===== src/rtl/txring_pkg.sv =====
package txring_pkg;

    localparam int ADDR_W = 16;
    localparam int DATA_W = 8;
    localparam int PAGE_W = 8;
    localparam int OFS_W  = 3;                 // 8-byte entries
    localparam int ENTRY_BYTES = 1 << OFS_W;

    localparam logic [DATA_W-1:0] OWN_SEND  = 8'hFF;
    localparam logic [DATA_W-1:0] OWN_CLEAR = 8'h00;

    localparam logic [OFS_W-1:0] OFS_STAT = 3'd0;
    localparam logic [OFS_W-1:0] OFS_COLL = 3'd1;
    localparam logic [OFS_W-1:0] OFS_AHI  = 3'd2;
    localparam logic [OFS_W-1:0] OFS_ALO  = 3'd3;
    localparam logic [OFS_W-1:0] OFS_LHI  = 3'd4;
    localparam logic [OFS_W-1:0] OFS_LLO  = 3'd5;
    localparam logic [OFS_W-1:0] OFS_CFG  = 3'd6;

    typedef enum logic [3:0] {
        ST_IDLE,
        ST_RD_OWN,
        ST_RD_BODY,
        ST_WR_OWN,
        ST_TX_GO,
        ST_TX_WAIT,
        ST_WR_STAT,
        ST_WR_COLL,
        ST_END
    } ring_state_e;

    typedef struct packed {
        logic [ADDR_W-1:0] start;
        logic [ADDR_W-1:0] len;
        logic [DATA_W-1:0] cfg;
    } frame_desc_t;

    typedef struct packed {
        logic [DATA_W-1:0] stat;
        logic [DATA_W-1:0] coll;
        logic              abort;
    } tx_result_t;

    function automatic logic [ADDR_W-1:0] ring_next(
        input logic [ADDR_W-1:0] cur,
        input logic [PAGE_W-1:0] pg_begin,
        input logic [PAGE_W-1:0] pg_end
    );
        logic [ADDR_W-1:0] nxt;
        nxt = cur + ADDR_W'(ENTRY_BYTES);
        if (nxt[ADDR_W-1 -: PAGE_W] == pg_end)
            nxt = {pg_begin, {(ADDR_W-PAGE_W){1'b0}}};
        return nxt;
    endfunction

endpackage


===== src/rtl/txring_ptr.sv =====
module txring_ptr
    import txring_pkg::*;
(
    input  logic              clk,
    input  logic              rst,
    input  logic [ADDR_W-1:0] init_ptr,
    input  logic [PAGE_W-1:0] pg_begin,
    input  logic [PAGE_W-1:0] pg_end,
    input  logic              advance,
    output logic [ADDR_W-1:0] ptr
);
    always_ff @(posedge clk) begin
        if (rst)
            ptr <= init_ptr;
        else if (advance)
            ptr <= ring_next(ptr, pg_begin, pg_end);
    end
endmodule


===== src/rtl/txring_desc.sv =====
module txring_desc
    import txring_pkg::*;
(
    input  logic              clk,
    input  logic              rst,
    input  logic              cap,
    input  logic [OFS_W-1:0]  ofs,
    input  logic [DATA_W-1:0] byte_in,
    output frame_desc_t       desc
);
    always_ff @(posedge clk) begin
        if (rst) begin
            desc <= '0;
        end else if (cap) begin
            case (ofs)
                OFS_AHI: desc.start[ADDR_W-1 -: DATA_W] <= byte_in;
                OFS_ALO: desc.start[DATA_W-1:0]         <= byte_in;
                OFS_LHI: desc.len[ADDR_W-1 -: DATA_W]   <= byte_in;
                OFS_LLO: desc.len[DATA_W-1:0]           <= byte_in;
                OFS_CFG: desc.cfg                       <= byte_in;
                default: ;
            endcase
        end
    end
endmodule


===== src/rtl/txring_engine.sv =====
module txring_engine
    import txring_pkg::*;
(
    input  logic              clk,
    input  logic              rst,
    input  logic [PAGE_W-1:0] cfg_ring_begin,
    input  logic [PAGE_W-1:0] cfg_ring_end,
    input  logic [ADDR_W-1:0] cfg_ptr_init,
    input  logic              go,
    input  logic              stop,
    output logic              busy,
    output logic [ADDR_W-1:0] tab_ptr,
    output logic              irq,
    output logic              mem_req,
    output logic              mem_we,
    output logic [ADDR_W-1:0] mem_addr,
    output logic [DATA_W-1:0] mem_wdata,
    input  logic [DATA_W-1:0] mem_rdata,
    input  logic              mem_ready,
    output logic              tx_start,
    output logic [ADDR_W-1:0] tx_addr,
    output logic [ADDR_W-1:0] tx_len,
    output logic [DATA_W-1:0] tx_cfg,
    input  logic              tx_done,
    input  logic [DATA_W-1:0] tx_status,
    input  logic [DATA_W-1:0] tx_coll,
    input  logic              tx_abort
);
    ring_state_e state, state_nx;
    logic [OFS_W-1:0] body_ofs;
    logic [OFS_W-1:0] cur_ofs;
    tx_result_t       result;
    logic             stop_pend;
    logic             acc;
    logic             advance;
    frame_desc_t      desc;

    txring_ptr u_ptr (
        .clk      (clk),
        .rst      (rst),
        .init_ptr (cfg_ptr_init),
        .pg_begin (cfg_ring_begin),
        .pg_end   (cfg_ring_end),
        .advance  (advance),
        .ptr      (tab_ptr)
    );

    txring_desc u_desc (
        .clk     (clk),
        .rst     (rst),
        .cap     (state == ST_RD_BODY && acc),
        .ofs     (body_ofs),
        .byte_in (mem_rdata),
        .desc    (desc)
    );

    // memory port decode from the current state
    always_comb begin
        mem_req   = 1'b0;
        mem_we    = 1'b0;
        mem_wdata = OWN_CLEAR;
        cur_ofs   = OFS_STAT;
        case (state)
            ST_RD_OWN:  mem_req = 1'b1;
            ST_RD_BODY: begin mem_req = 1'b1; cur_ofs = body_ofs; end
            ST_WR_OWN:  begin mem_req = 1'b1; mem_we = 1'b1; end
            ST_WR_STAT: begin mem_req = 1'b1; mem_we = 1'b1; mem_wdata = result.stat; end
            ST_WR_COLL: begin
                mem_req = 1'b1; mem_we = 1'b1;
                mem_wdata = result.coll; cur_ofs = OFS_COLL;
            end
            default: ;
        endcase
    end

    assign mem_addr = {tab_ptr[ADDR_W-1:OFS_W], cur_ofs};
    assign acc      = mem_req && mem_ready;
    assign advance  = (state == ST_WR_COLL) && acc;
    assign busy     = (state != ST_IDLE);
    assign irq      = (state == ST_END);
    assign tx_start = (state == ST_TX_GO);
    assign tx_addr  = desc.start;
    assign tx_len   = desc.len;
    assign tx_cfg   = desc.cfg;

    always_comb begin
        state_nx = state;
        case (state)
            ST_IDLE:    if (go) state_nx = ST_RD_OWN;
            ST_RD_OWN:  if (acc) state_nx = (mem_rdata == OWN_SEND) ? ST_RD_BODY : ST_END;
            ST_RD_BODY: if (acc && body_ofs == OFS_CFG) state_nx = ST_WR_OWN;
            ST_WR_OWN:  if (acc) state_nx = ST_TX_GO;
            ST_TX_GO:   state_nx = ST_TX_WAIT;
            ST_TX_WAIT: if (tx_done) state_nx = ST_WR_STAT;
            ST_WR_STAT: if (acc) state_nx = ST_WR_COLL;
            ST_WR_COLL: if (acc) state_nx = (result.abort || stop_pend) ? ST_END : ST_RD_OWN;
            ST_END:     state_nx = ST_IDLE;
            default:    state_nx = ST_IDLE;
        endcase
    end

    always_ff @(posedge clk) begin
        if (rst) begin
            state     <= ST_IDLE;
            body_ofs  <= OFS_AHI;
            result    <= '0;
            stop_pend <= 1'b0;
        end else begin
            state <= state_nx;
            if (state == ST_RD_OWN)
                body_ofs <= OFS_AHI;
            else if (state == ST_RD_BODY && acc)
                body_ofs <= body_ofs + 1'b1;
            if (state == ST_TX_WAIT && tx_done)
                result <= '{stat: tx_status, coll: tx_coll, abort: tx_abort};
            if (state == ST_IDLE)
                stop_pend <= 1'b0;
            else if (stop)
                stop_pend <= 1'b1;
        end
    end
endmodule


===== config.mk =====
export PLATFORM = sky130hd
export DESIGN_NAME = txring_engine
export DESIGN_NICKNAME = d
export VERILOG_FILES = /design/src/rtl/txring_pkg.sv /design/src/rtl/txring_ptr.sv /design/src/rtl/txring_desc.sv /design/src/rtl/txring_engine.sv
export SDC_FILE = /design/constraint.sdc
export NUM_CORES = 1
export LEC_CHECK = 0
export BUFFER_PORTS_ARGS = -buffer_cell sky130_fd_sc_hd__buf_2
export CORE_MARGIN = 5
export CORE_UTILIZATION = 50
export CTS_BUF_LIST = sky130_fd_sc_hd__clkbuf_16
export CTS_CLUSTER_SIZE = 12
export DETAILED_ROUTE_END_ITERATION = 16
export PLACE_DENSITY = 0.91
export SLEW_MARGIN = 0
export SYNTH_ARGS = -nofsm -noshare
export SYNTH_HDL_FRONTEND = slang
export SYNTH_SLANG_ARGS = --single-unit

===== constraint.sdc =====
create_clock -name clk -period 7.2 [get_ports clk]
set_clock_uncertainty 0.2 [all_clocks]
set_input_delay 1.08 -clock clk [delete_from_list [all_inputs] [get_ports clk]]
set_output_delay 1.08 -clock clk [all_outputs]
set_load 0.01 [all_outputs]

==> results by group <==
Status
  – Status: complete, no violations

Logic synthesis
  – Largest family of logic cells by synthesized area: simple AND/OR/NAND/NOR gates
  – Cell count after synthesis: 453
  – Yosys reg bits: 81
  – Post-Synth XOR/XNOR Area: 5.69%
  – Share of synthesized cell area in and, or, nand and nor gates: 22.2%
  – Post-Synthesis Net Count: 522
  – Count of warnings emitted by yosys: 0
  – Synth cell types: 48
  – Post-synthesis adder-cell area fraction: 1.88%
  – Compound-Gate Fraction of Synth Area: 9.26%
  – Share of async-settable or async-resettable flops after synthesis: 0%
  – Post-synthesis sequential area ratio: 44.5%
  – Dominant synthesized flop cell: sky130_fd_sc_hd__dfxtp_1
  – Share of cell area taken by muxes after synthesis: 10.3%
  – EDFF count, synth: 16
  – Mapped cell area: 0.00400 mm^2
  – Average cell area after synthesis: 8.83 um^2

Cells and area
  – Relative area change from synthesis to final layout: 23.1%
  – Top library cells by usage in the layout, fill and taps aside: sky130_fd_sc_hd__buf_2 (147), sky130_fd_sc_hd__nor2_1 (71), sky130_fd_sc_hd__dfxtp_1 (65)
  – Final std cells w/o fill: 680
  – Share of final-layout standard cells stronger than drive strength 1: 29.6%
  – Count of inserted antenna diode cells: 0
  – Most common cell after layout, fill and taps aside: sky130_fd_sc_hd__buf_2
  – Nets: 644
  – Fillcell total: 633

Clock tree
  – Post-CTS clock slew at the launch and capture registers of the worst setup and hold paths: 0.06 ns
  – Clock tree from TritonCTS: done
  – Number of buffers added to fix hold violations after cts: 0
  – CTS Sinks: 81
  – Worst-skew pair later-pin latency: 0.33 ns
  – Resize count post-CTS: 0
  – Number of buffers inserted to repair setup after CTS: 0
  – CTS root buffer: sky130_fd_sc_hd__clkbuf_16
  – Level count of the clock H-tree: 3
  – Maximum count of clock buffers along a single path: 2
  – Number of buffers created by CTS: 9

Critical path
  – Cell with the largest stage delay on the worst path: sky130_fd_sc_hd__nor3_1
  – Critical path's largest stage delay: 0.52 ns
  – Endpoint of the most critical register-to-register path: u_ptr.ptr[0]$_DFFE_PP_
  – Critical Path Sink Type: flip-flop
  – Delay-heaviest family, CP: simple AND/OR/NAND/NOR gates
  – Maximum fanout along the worst path: 7
  – Critical path launch point type: flip-flop
  – Required time at the worst-slack endpoint: 6.98 ns
  – Critical path arrival: 2.96 ns
  – Number of buffer and inverter instances along the worst setup path: 0
  – Crit Path Category: reg -> reg
  – FF-to-FF setup slack: 4.01 ns
  – Critical Path Most Common Cell: sky130_fd_sc_hd__nor3_1
  – Path depth of the worst reg2reg path: 6
  – R2r startpoint: u_ptr.ptr[8]$_DFFE_PP_
  – Critical path cell sequence: nand4_2 > nor3_1 > xnor2_1 > nor3_1 > nand3_1 > a21boi_0

Power and ir drop
  – Internal power of the cells: 0.761 mW
  – Switching share of power: 25.9%
  – Sw power: 0.266 mW
  – Comb power frac: 11.7%
  – P_leak: 2.37 nW
  – Reg power frac: 48.5%
  – Maximum VDD drop: 0.153 mV
  – Clock power frac: 39.8%
  – Power density cells: 208 mW/mm^2

GRT
  – First-pass GRT wire length: 16,900 um
  – Remaining global-route overflow: 0
  – Pin count of the biggest net entering global routing: 86
  – Initial antenna violation count: 0
  – Number of global-route vias before repair: 3,512
  – Global-route total usage across every layer: 21.1%

Timing
  – Relative slew margins: 37.9%
  – Max Clk Rate: 314 MHz
  – Tightest Pin Transition: 0.930 ns
  – Setup Total Neg Slack: 0 ns
  – Final number of max-transition violations: 0
  – Final hold violations: 0
  – Post-route fraction of the period consumed by the critical path: 44.2%
  – Setup repair after global routing missed its margin: false
  – Post-layout min period: 3.19 ns
  – Final number of setup-violating endpoints: 0

Floorplanning
  – X dimension of the die: 99.5 um
  – Overall die height: 99.5 um
  – Die area: 0.00989 mm^2
  – I/O Pins: 148
  – Site row count: 32
  – Core Footprint: 0.00777 mm^2
  – Initial Utilization: 51.5%

Routing
  – Remaining design rule violation count: 0
  – Post-route antenna net violation count: 0
  – Total vias in the final route: 3,704
  – Initial detailed-routing violation count: 195
  – Routed via count divided by cell count: 5.45
  – DR pass1 iterations: 6
  – Final routed wire length divided by cell count: 15.5 um
  – Routed wire length: 10,600 um

Hold path
  – Hold path endpoint: result[5]$_SDFFE_PP0P_
  – Hold Path Stages: 2
  – Hold path start: result[5]$_SDFFE_PP0P_
  – Worst hold path type: reg -> reg

Placement
  – Dpl cells: 666
  – Port buffer count: 147
  – Placer Congestion: 0.965
  – Detailed placement HPWL: 7840 um

Run
  – Max cap viols: 0
synthesized netlist by cell type, types with 2 or more instances:
master,n,area share (%)
sky130_fd_sc_hd__buf_1,2,0.19
sky130_fd_sc_hd__xor2_1,7,1.5
sky130_fd_sc_hd__ha_1,6,1.9
sky130_fd_sc_hd__and3_1,6,0.94
sky130_fd_sc_hd__o221a_2,2,0.56
sky130_fd_sc_hd__inv_1,12,1.1
sky130_fd_sc_hd__clkbuf_1,20,1.9
sky130_fd_sc_hd__o21ai_0,4,0.50
sky130_fd_sc_hd__nand3_1,22,2.8
sky130_fd_sc_hd__and2_1,5,0.78
sky130_fd_sc_hd__a21oi_1,28,3.5
sky130_fd_sc_hd__nor4_1,4,0.63
sky130_fd_sc_hd__nand2_1,62,5.8
sky130_fd_sc_hd__o31ai_1,4,0.75
sky130_fd_sc_hd__buf_4,13,2.4
sky130_fd_sc_hd__xnor2_1,19,4.2
sky130_fd_sc_hd__mux2i_1,41,10
sky130_fd_sc_hd__dfxtp_1,65,33
sky130_fd_sc_hd__a221oi_1,5,1.1
sky130_fd_sc_hd__buf_6,2,0.56
sky130_fd_sc_hd__nand2b_1,2,0.31
sky130_fd_sc_hd__nor2_1,71,6.7
sky130_fd_sc_hd__edfxtp_1,16,12
sky130_fd_sc_hd__nor3_1,5,0.63
sky130_fd_sc_hd__nor3b_1,2,0.38
sky130_fd_sc_hd__nand4_1,6,0.94
per-stage QoR:
step           hold slack, ns  utilization (%)  total power [mW]  area [um^2]  worst slack (ns)
5_1_grt                 0.273             63.4              1.07         4930              3.77
3_3_place_gp            0.240             60.1             0.624         4670              3.77
3_5_place_dp            0.247             60.1             0.628         4670              3.71
2_1_floorplan           0.236                -             0.583         4000              4.05
4_1_cts                 0.255             63.4              1.03         4930              4.00
6_report                0.256             63.4              1.03         4930              4.01
cell families after synthesis:
logic type,count (synthesis)
buf+inv,49
mux,41
flops,81
compound gates,55
simple gates,195
fa+ha+maj,6
xor+xnor,26
how the worst max path moves through the flow:
stage,to,start,cells past startpoint
finish,u_ptr.ptr[0]$_DFFE_PP_,u_ptr.ptr[8]$_DFFE_PP_,6
global route,u_ptr.ptr[0]$_DFFE_PP_,u_ptr.ptr[3]$_DFFE_PP_,7
CTS,u_ptr.ptr[1]$_DFFE_PP_,u_ptr.ptr[3]$_DFFE_PP_,7
detailed placement,u_ptr.ptr[0]$_DFFE_PP_,rst,4
global placement,u_ptr.ptr[0]$_DFFE_PP_,rst,4
floorplan,u_ptr.ptr[9]$_DFFE_PP_,cfg_ring_end[5],6
worst register-to-register path: stages (launching register included):
cell and delay [ns]:
sky130_fd_sc_hd__edfxtp_1 0.50, sky130_fd_sc_hd__nand4_2 0.22, sky130_fd_sc_hd__nor3_1 0.42, sky130_fd_sc_hd__xnor2_1 0.12, sky130_fd_sc_hd__nor3_1 0.52, sky130_fd_sc_hd__nand3_1 0.36
sky130_fd_sc_hd__a21boi_0 0.49
registers in the layout, summed over array words and instances (netlist names):
name / count
result: 17
u_desc.desc: 40
stop_pend: 1
u_ptr.ptr: 16
state: 4
body_ofs: 3
power groups by stage:
| stage | clock network [mW] | logic (mW) | registers, mW |
|---|---|---|---|
| global route | 0.443 | 0.132 | 0.500 |
| finish | 0.408 | 0.120 | 0.498 |
| floorplan | 0 | 0.0856 | 0.497 |
| detailed placement | 0 | 0.121 | 0.507 |
| global placement | 0 | 0.119 | 0.506 |
| CTS | 0.415 | 0.121 | 0.497 |
layout make-up:
| cell class | count | area [um^2] | share of cell area, % |
|---|---|---|---|
| Multi-Input combinational cell | 323 | 1970 | 40.0 |
| Sequential cell | 81 | 1780 | 36.2 |
| Timing Repair Buffer | 148 | 743 | 15.1 |
| Clock buffer | 9 | 225 | 4.57 |
| Tap cell | 102 | 128 | 2.59 |
| Inverter | 12 | 45.0 | 0.914 |
| Clock inverter | 5 | 31.3 | 0.635 |
layer usage:
metal | track usage, % | routed length [um]
met1 | 25.4 | 4240
met4 | 8.93 | 262
met5 | 0 | 0
met2 | 33.7 | 4870
met3 | 8.13 | 1190
(Power assumes the default switching activity.)
